$ cat src/rtl/vpm_pkg.sv
package vpm_pkg;
   typedef enum logic [1:0] {
      MAP_PLANAR  = 2'd0,
      MAP_ODDEVEN = 2'd1,
      MAP_PACKED  = 2'd2
   } map_mode_e;

   localparam int NPLANES     = 4;
   localparam int PSEL_W      = 2;
   localparam logic [7:0] IDX_MASK = 8'h02;
   localparam logic [7:0] IDX_MODE = 8'h04;
   localparam int BIT_PACKED  = 3;
   localparam int BIT_OE_OFF  = 2;
endpackage

$ cat src/rtl/vpm_seq_regs.sv
module vpm_seq_regs
   import vpm_pkg::*;
#(
   parameter int CFG_W = 8
)(
   input  logic               clk,
   input  logic               rst_n,
   input  logic               cfg_we,
   input  logic               cfg_sel,
   input  logic [CFG_W-1:0]   cfg_wdata,
   output logic [NPLANES-1:0] map_mask,
   output map_mode_e          mode
);
   logic [CFG_W-1:0] idx_q;
   logic             packed_q;
   logic             oe_off_q;

   initial assert (CFG_W >= 8) else $error("CFG_W must hold an index");

   always_ff @(posedge clk or negedge rst_n) begin
      if (!rst_n) begin
         idx_q    <= '0;
         map_mask <= '1;
         packed_q <= 1'b0;
         oe_off_q <= 1'b0;
      end else if (cfg_we) begin
         if (!cfg_sel) begin
            idx_q <= cfg_wdata;
         end else if (idx_q == CFG_W'(IDX_MASK)) begin
            map_mask <= cfg_wdata[NPLANES-1:0];
         end else if (idx_q == CFG_W'(IDX_MODE)) begin
            packed_q <= cfg_wdata[BIT_PACKED];
            oe_off_q <= cfg_wdata[BIT_OE_OFF];
         end
      end
   end

   always_comb begin
      if (packed_q)       mode = MAP_PACKED;
      else if (!oe_off_q) mode = MAP_ODDEVEN;
      else                mode = MAP_PLANAR;
   end

   a_r2_mask_load: assert property (@(posedge clk) disable iff (!rst_n)
      (cfg_we && cfg_sel && idx_q == CFG_W'(IDX_MASK)) |=> map_mask == $past(cfg_wdata[NPLANES-1:0]));

   a_r11_other_index_ignored: assert property (@(posedge clk) disable iff (!rst_n)
      (cfg_we && cfg_sel && idx_q != CFG_W'(IDX_MASK) && idx_q != CFG_W'(IDX_MODE))
      |=> ($stable(map_mask) && $stable(mode)));
endmodule

$ cat src/rtl/vpm_addr_map.sv
module vpm_addr_map
   import vpm_pkg::*;
#(
   parameter int HADDR_W = 16
)(
   input  logic               clk,
   input  logic               rst_n,
   input  map_mode_e          mode,
   input  logic [NPLANES-1:0] map_mask,
   input  logic               host_req,
   input  logic               host_we,
   input  logic [HADDR_W-1:0] host_addr,
   input  logic [PSEL_W-1:0]  rd_map_sel,
   output logic [HADDR_W-1:0] plane_addr,
   output logic [NPLANES-1:0] plane_wen,
   output logic [NPLANES-1:0] plane_ren,
   output logic [PSEL_W-1:0]  rd_plane
);
   initial assert (HADDR_W >= 3) else $error("HADDR_W too small");

   logic [NPLANES-1:0] sel_planes;
   logic               do_wr, do_rd;

   assign do_wr = host_req &&  host_we;
   assign do_rd = host_req && !host_we;

   always_comb begin
      case (mode)
         MAP_PACKED: begin
            plane_addr = host_addr >> 2;
            rd_plane   = host_addr[1:0];
         end
         MAP_ODDEVEN: begin
            plane_addr = host_addr >> 1;
            rd_plane   = {rd_map_sel[1], host_addr[0]};
         end
         default: begin
            plane_addr = host_addr;
            rd_plane   = rd_map_sel;
         end
      endcase
   end

   for (genvar p = 0; p < NPLANES; p++) begin : g_plane
      always_comb begin
         case (mode)
            MAP_PACKED:  sel_planes[p] = (host_addr[1:0] == PSEL_W'(p));
            MAP_ODDEVEN: sel_planes[p] = (host_addr[0] == p[0]);
            default:     sel_planes[p] = 1'b1;
         endcase
      end
      assign plane_wen[p] = do_wr && sel_planes[p] && map_mask[p];
      assign plane_ren[p] = do_rd && (rd_plane == PSEL_W'(p));
   end

   a_r4_packed_single: assert property (@(posedge clk) disable iff (!rst_n)
      (mode == MAP_PACKED) |-> $onehot0(plane_wen));

   a_r6_oddeven_parity: assert property (@(posedge clk) disable iff (!rst_n)
      (mode == MAP_ODDEVEN) |-> ((plane_wen & (host_addr[0] ? 4'b0101 : 4'b1010)) == 4'b0000));

   a_r8_within_mask: assert property (@(posedge clk) disable iff (!rst_n)
      (plane_wen & ~map_mask) == '0);

   a_r10_idle: assert property (@(posedge clk) disable iff (!rst_n)
      !host_req |-> (plane_wen == '0 && plane_ren == '0));

   a_r10_read_one_plane: assert property (@(posedge clk) disable iff (!rst_n)
      (host_req && !host_we) |-> ($countones(plane_ren) == 1 && plane_wen == '0));
endmodule

$ cat src/rtl/vpm_rd_mux.sv
module vpm_rd_mux
   import vpm_pkg::*;
#(
   parameter int DATA_W = 8
)(
   input  logic [NPLANES*DATA_W-1:0] plane_rdata,
   input  logic [PSEL_W-1:0]         rd_plane,
   output logic [DATA_W-1:0]         host_rdata
);
   logic [NPLANES-1:0][DATA_W-1:0] masked;

   for (genvar p = 0; p < NPLANES; p++) begin : g_gate
      assign masked[p] = (rd_plane == PSEL_W'(p)) ? plane_rdata[p*DATA_W +: DATA_W] : '0;
   end

   always_comb begin
      host_rdata = '0;
      for (int p = 0; p < NPLANES; p++) host_rdata |= masked[p];
   end
endmodule

$ cat src/rtl/vga_plane_mapper.sv
module vga_plane_mapper
   import vpm_pkg::*;
#(
   parameter int HADDR_W = 16,
   parameter int DATA_W  = 8
)(
   input  logic                      clk,
   input  logic                      rst_n,
   input  logic                      cfg_we,
   input  logic                      cfg_sel,
   input  logic [7:0]                cfg_wdata,
   input  logic                      host_req,
   input  logic                      host_we,
   input  logic [HADDR_W-1:0]        host_addr,
   input  logic [1:0]                rd_map_sel,
   input  logic [4*DATA_W-1:0]       plane_rdata,
   output logic [HADDR_W-1:0]        plane_addr,
   output logic [3:0]                plane_wen,
   output logic [3:0]                plane_ren,
   output logic [DATA_W-1:0]         host_rdata
);
   initial assert (DATA_W >= 1) else $error("DATA_W must be positive");

   logic [NPLANES-1:0] map_mask;
   map_mode_e          mode;
   logic [PSEL_W-1:0]  rd_plane;

   vpm_seq_regs #(.CFG_W(8)) u_regs (
      .clk(clk), .rst_n(rst_n), .cfg_we(cfg_we), .cfg_sel(cfg_sel),
      .cfg_wdata(cfg_wdata), .map_mask(map_mask), .mode(mode)
   );

   vpm_addr_map #(.HADDR_W(HADDR_W)) u_map (
      .clk(clk), .rst_n(rst_n), .mode(mode), .map_mask(map_mask),
      .host_req(host_req), .host_we(host_we), .host_addr(host_addr),
      .rd_map_sel(rd_map_sel), .plane_addr(plane_addr),
      .plane_wen(plane_wen), .plane_ren(plane_ren), .rd_plane(rd_plane)
   );

   vpm_rd_mux #(.DATA_W(DATA_W)) u_rmux (
      .plane_rdata(plane_rdata), .rd_plane(rd_plane), .host_rdata(host_rdata)
   );
endmodule

$ cat config.mk
export PLATFORM = sky130hd
export DESIGN_NAME = vga_plane_mapper
export DESIGN_NICKNAME = d
export VERILOG_FILES = /design/src/rtl/vpm_pkg.sv /design/src/rtl/vpm_seq_regs.sv /design/src/rtl/vpm_addr_map.sv /design/src/rtl/vpm_rd_mux.sv /design/src/rtl/vga_plane_mapper.sv
export SDC_FILE = /design/constraint.sdc
export NUM_CORES = 1
export LEC_CHECK = 0
export BUFFER_PORTS_ARGS = -buffer_cell sky130_fd_sc_hd__buf_2
export CELL_PAD_IN_SITES_DETAIL_PLACEMENT = 0
export CELL_PAD_IN_SITES_GLOBAL_PLACEMENT = 1
export CORE_MARGIN = 3
export CORE_UTILIZATION = 27
export CTS_BUF_LIST = sky130_fd_sc_hd__clkbuf_16
export DETAILED_ROUTE_END_ITERATION = 6
export GPL_ROUTABILITY_DRIVEN = 0
export PLACE_DENSITY_LB_ADDON = 0.1
export SLEW_MARGIN = 20
export SYNTH_ARGS = -nofsm -noshare
export SYNTH_HDL_FRONTEND = slang
export SYNTH_SLANG_ARGS = --single-unit
$ cat constraint.sdc
create_clock -name clk -period 2 [get_ports clk]
set_input_delay 0.1 -clock clk [delete_from_list [all_inputs] [get_ports clk]]
set_output_delay 0.1 -clock clk [all_outputs]
set_load 0.05 [all_outputs]
**Word-level counts from Yosys, hierarchy flattened**

Cells that the tools add are included.

- Equality and inequality tests: 10
- Bitwise logic cells: 6
- Multiplexer cells: 12
- Magnitude comparators: 0
- Shift-type cells: 0
- Reduce and logical (&&, ||, !) cells: 20
- $mul: 0
- Divide/modulo/power cells: 0
- $add $sub $neg: 0

Operators by type and width:

| cell | number |
|---|---|
| $mux 8 | 4 |
| $pmux 16 s2 | 1 |
| $or 8x8->8 | 3 |
| $logic_and 1x1->1 | 14 |
| $eq 2x2->1 const B | 5 |
| $eq 8x2->1 const B | 1 |
| $eq 8x3->1 const B | 1 |
| $pmux 1 s2 | 4 |
| $eq 2x1->1 const B | 3 |
| $logic_not 2->1 | 2 |
| $pmux 2 s2 | 1 |
| $reduce_and 4->1 | 1 |
| $not 1->1 | 3 |
| $reduce_and 3->1 | 1 |
| $mux 2 | 1 |
| $reduce_and 2->1 | 1 |
| $logic_not 1->1 | 1 |
| $mux 1 | 1 |

- Memories: 0
- Bits in writable memories: 0
- Bits in read-only memories: 0
- Output and inout bits: 32
- Latch bits: 0
- Flip-flop bits (word level): 14

**Logic depth before layout (Yosys ltp)**

- Depth after elaboration: 9
- Gate-level depth with buffers: 5
- Mapped depth without buffers: 3

**Cells and area by module**

A second synthesis with hierarchy kept.

- Cell total of the unflattened synthesis: 127
- Area, all modules: 1296.2 µm²

Modules (own cells, without submodules):

| module | cells an instance | times used | sequential area each (µm²) | area an instance (µm²) |
|---|---|---|---|---|
| vpm_seq_regs | 36 | 1 | 355.3 | 586.8 |
| vpm_addr_map | 81 | 1 | 0.0 | 506.7 |
| vpm_rd_mux | 10 | 1 | 0.0 | 202.7 |

**Worst setup path after synthesis**

No wires, ideal clock.

- Kind: register to output
- From: register u_regs.oe_off_q
- To: output plane_ren[3]
- Data required time: 1.900 ns
- Path slack: -0.222 ns
- Arrival time: 2.122 ns
- Path buffers: 2
- Stages on the path, launching flop included: 6
- Cell sequence: dfrtp_1 > buf_6 > nor2b_4 > mux2i_2 > buf_6 > nor3b_1

- Word-level cells in the longest chain between the ends: 6

Ends and longest elaborated chain:

| what | line | source |
|---|---|---|
| from (decl) | vpm_seq_regs.sv:16 | `logic oe_off_q;` |
| from (signal assigned) | vpm_seq_regs.sv:33 | `oe_off_q <= cfg_wdata[BIT_OE_OFF];` |
| $mux 1 (*) | vpm_seq_regs.sv:40 | `else if (!oe_off_q) mode = MAP_ODDEVEN;` |
| $mux 2 (*) | vpm_seq_regs.sv:39 | `if (packed_q) mode = MAP_PACKED;` |
| $eq 2x1->1 or $eq 2x2->1 (tied branches) | vpm_addr_map.sv:28 | `case (mode)` |
| $pmux 2 s2 (*) | vpm_addr_map.sv:28 |  |
| $eq 2x2->1 (*) | vpm_addr_map.sv:53 | `assign plane_ren[p] = do_rd && (rd_plane == PSEL_W'(p));` |
| $logic_and 1x1->1 (*) | vpm_addr_map.sv:53 |  |
| to (decl) | vga_plane_mapper.sv:19 | `output logic [3:0] plane_ren,` |

Mark *: on every way between the ends. The rest lies on a longest branch, timed or not.

**Worst setup path in the final report**

- From: register u_regs.packed_q
- To: output host_rdata[5]

- Word-level cells in the longest chain between the ends: 8

Ends and longest elaborated chain:

| what | line | source |
|---|---|---|
| from (decl) | vpm_seq_regs.sv:15 | `logic packed_q;` |
| from (signal assigned) | vpm_seq_regs.sv:32 | `packed_q <= cfg_wdata[BIT_PACKED];` |
| $mux 2 (*) | vpm_seq_regs.sv:39 |  |
| $eq 2x1->1 or $eq 2x2->1 (tied branches) | vpm_addr_map.sv:28 |  |
| $pmux 2 s2 (*) | vpm_addr_map.sv:28 |  |
| $eq 2x1->1 or $logic_not 2->1 (tied branches) | vpm_rd_mux.sv:13 | `assign masked[p] = (rd_plane == PSEL_W'(p)) ? plane_rdata[p*DATA_W +: DATA_W] : '0;` |
| $mux 8 | vpm_rd_mux.sv:13 |  |
| $or 8x8->8 (2 in series) | vpm_rd_mux.sv:18 | `for (int p = 0; p < NPLANES; p++) host_rdata \|= masked[p];` |
| $or 8x8->8 (*) | vpm_rd_mux.sv:18 |  |
| to (decl) | vga_plane_mapper.sv:20 | `output logic [DATA_W-1:0] host_rdata` |

Marked as above.

==> results.py <==
metrics = {
    "setup_path": {
        "critPathLaunch": "u_regs.packed_q",
        "endpoint_kind": "output port",
        "required_ns": 1.90,
        "arrival_ns": 1.91,
        "worstPathMaxFanout": 12,
        "r2r_slack_ns": 0.49,
        "r2r-start": "u_regs.idx_q[7]",
        "crit_path_end": "host_rdata[5]",
        "path_class": "flop to output port",
        "cp-start-kind": "flop",
        "timing.rr.end": "u_regs.map_mask[2]",
        "rr_worst_depth": 3,
    },
    "cts": {
        "clock_sinks": 14,
        "clock_path_buffers": 2,
        "numCtsBuffers": 3,
        "cts_tree": "yes",
        "postCtsSetupRepairBufs": 0,
        "cts.htree.levels": 1,
        "clk_pin_slew_ns": 0.05,
        "clock_latency_ns": 0.24,
        "clockRootBuffer": "clkbuf_16",
    },
    "min_path": {
        "hold_path.class": "input port to flop",
        "hold_depth": 2,
    },
    "layout": {
        "nets": 277,
        "areaGrowthSynthToFinish_pct": 54.7,
        "regArea_um2": 355,
        "multi_input_area_um2": 815,
        "stdcell_count": 262,
        "finalInstanceArea_mm2": 0.00189,
        "post_route_cells_drive_above_1_share": 0.618,
        "fillCellCount": 423,
        "diodes": 0,
    },
    "placement": {
        "hpwlAfterDp_um": 3170,
        "dpl_cell_area_mm2": 0.00176,
        "dpl.cell_count": 257,
        "io_buffers": 95,
    },
    "yosys": {
        "synth_warnings": 0,
        "yosys.area.top_type_share": 0.204,
        "syn_inst": 117,
        "ys_types": 29,
        "yosys.area_share.simple": 0.149,
        "synth-edff-count": 0,
        "netlist_area_mm2": 0.00122,
        "yosysSeqAreaShare": 0.290,
        "synth-compound-area-share": 0.0941,
        "synth_top_area_cell": "dfrtp_1",
        "synth_xor_area_frac": 0,
        "synthAdderAreaFrac": 0,
        "synth.area.mux_share": 0.421,
        "async_flop_share": 1.00,
        "avgSynthCellArea_um2": 10.5,
        "synth_top_family_by_area": "multiplexers",
        "synth_area_leaders": "dfrtp_1, mux2i_1, mux2_2",
        "synth-seq-cells": 14,
        "syn_nets": 181,
        "synth_top_flop_cell": "dfrtp_1",
    },
    "sta": {
        "finClkSkew_ns": 0.00248,
        "rsz0062_at_grt": "true",
        "worst_pin_slew_ns": 0.660,
        "hold_viol": 0,
        "slew_violations": 0,
        "fin_ws_ns": -0.0125,
        "hold_ws_ns": 0.0897,
        "slew_headroom": 0.559,
        "setup_viol": 6,
        "fmax_mhz": 497,
        "fin_crit_sh": 1.01,
        "period_needed_ns": 2.01,
    },
    "power_and_ir_drop": {
        "finalPower_mw": 1.30,
        "power-per-cell-area_mw_per_mm2": 686,
        "irDropWorstVdd_uv": 500,
        "p_leak_nw": 0.880,
    },
    "routing": {
        "via_count": 1247,
        "drt_iter0_drc": 26,
        "drt-pass1-iter-count": 4,
        "drt-met1-wl_um": 1440,
        "wl_met2_um": 1900,
        "maxUsedRoutingLayer": "met4",
        "route.met3.wl_um": 379,
        "drcViolationCount": 0,
        "ant_nets": 0,
        "via_per_inst": 4.76,
        "wl_per_cell_um": 14.3,
        "postRouteWirelength_um": 3750,
    },
    "grt": {
        "grt_pass1_vias": 1230,
        "antenna_found_initial": 0,
        "track_usage": 0.135,
        "grt_max_degree": 34,
        "grt_pass1_wl_um": 5800,
        "globalRoute.totalOverflow": 0,
    },
    "die": {
        "coreArea_mm2": 0.00417,
        "rows": 23,
        "dieArea_mm2": 0.00538,
        "io_pins": 96,
        "die_h_um": 73.3,
        "die_w_um": 73.3,
        "initial_core_util": 0.293,
    },
    "outcome": {
        "status": "finished with violations",
        "violations": "negative setup slack",
    },
    "run": {
        "maxCapViolations": 0,
    },
}
## through the flow
step / util / setup slack (ns) / setup TNS, ns
after global placement: 0.421 / 0.196 / 0
after detailed placement: 0.421 / 0.152 / 0
after CTS: 0.454 / -0.0284 / -0.137
final: 0.454 / -0.0125 / -0.0301
after global routing: 0.454 / -0.0995 / -0.727
after floorplan: - / 0.0923 / 0
## worst min-delay path by stage
stage / startpoint / to / slack [ns]
final: cfg_wdata[6] / u_regs.idx_q[6] / 0.09
after global routing: cfg_wdata[6] / u_regs.idx_q[6] / 0.08
after CTS: cfg_wdata[6] / u_regs.idx_q[6] / 0.09
after detailed placement: rst_n / u_regs.idx_q[6] / 0.01
after global placement: rst_n / u_regs.idx_q[6] / 0.003
after floorplan: rst_n / u_regs.idx_q[0] / -0.20
## cells by family after synthesis
family / Yosys count
AOI/OAI and AO/OA: 20
and+or+nand+nor: 34
buffers and inverters: 10
muxes: 39
DFF: 14
## cell usage after synthesis (2+ instances only)
cell type	count
a21oi_1	3
buf_2	2
buf_6	2
clkbuf_1	4
dfrtp_1	10
dfstp_2	4
mux2_2	14
mux2i_1	16
mux4_2	7
nand2_1	16
nand3_1	2
nand4b_1	2
nor2_1	3
nor2b_1	3
o2111a_1	2
o21ai_0	14
## report_power, final
part	internal, mW	total (mW)	switching, mW
clock	0.263	0.370	0.106
sequential	0.325	0.345	0.0198
combinational	0.227	0.585	0.358
## layout by cell type, fill, tap and decap left out, drive strengths merged, types with 2 or more instances in the layout
cell type	n
buf	99
mux2i	17
nand2	16
mux2	14
o21ai	14
dfrtp	10
mux4	8
dfstp	4
nor2b	4
a21oi	3
nor2	3
clkbuf	3
o2111a	2
nand3	2
nand4b	2
## sequential cells by signal, indices dropped and copies added, names as in the netlist
register / count
u_regs.idx_q: 8
u_regs.map_mask: 4
u_regs.oe_off_q: 1
u_regs.packed_q: 1
## what timing repair did
| action | in CTS | in global routing |
|---|---|---|
| endpoints found under the setup margin | 8 | 10 |
| hold buffers | 1 | 0 |
| resized for setup | 17 | 0 |
| pin swaps | 0 | 0 |
| hold endpoints to repair | 10 | 0 |
## layer usage
layer  global-route usage  vias to the layer above
met1                0.166                      559
met4               0.0302                        0
li1                     -                      628
met2                0.242                       56
met3               0.0274                        4
met5                    0                        -
## worst max-delay path, cell delays in order, from the launching register on
cell	delay (ns)
dfrtp_1	0.40
nor2b_4	0.14
mux2i_2	0.27
buf_12	0.18
mux4_2	0.52
buf_6	0.17
## layout make-up
cell class,instances,area share
clock inverter,1,0.00198
sequential,14,0.188
tap,50,0.0330
timing repair buffer,100,0.305
multi-input combinational,93,0.430
inverter,1,0.00198
clock buffer,3,0.0397
No activity file was read; power rests on OpenSTA's default activity.
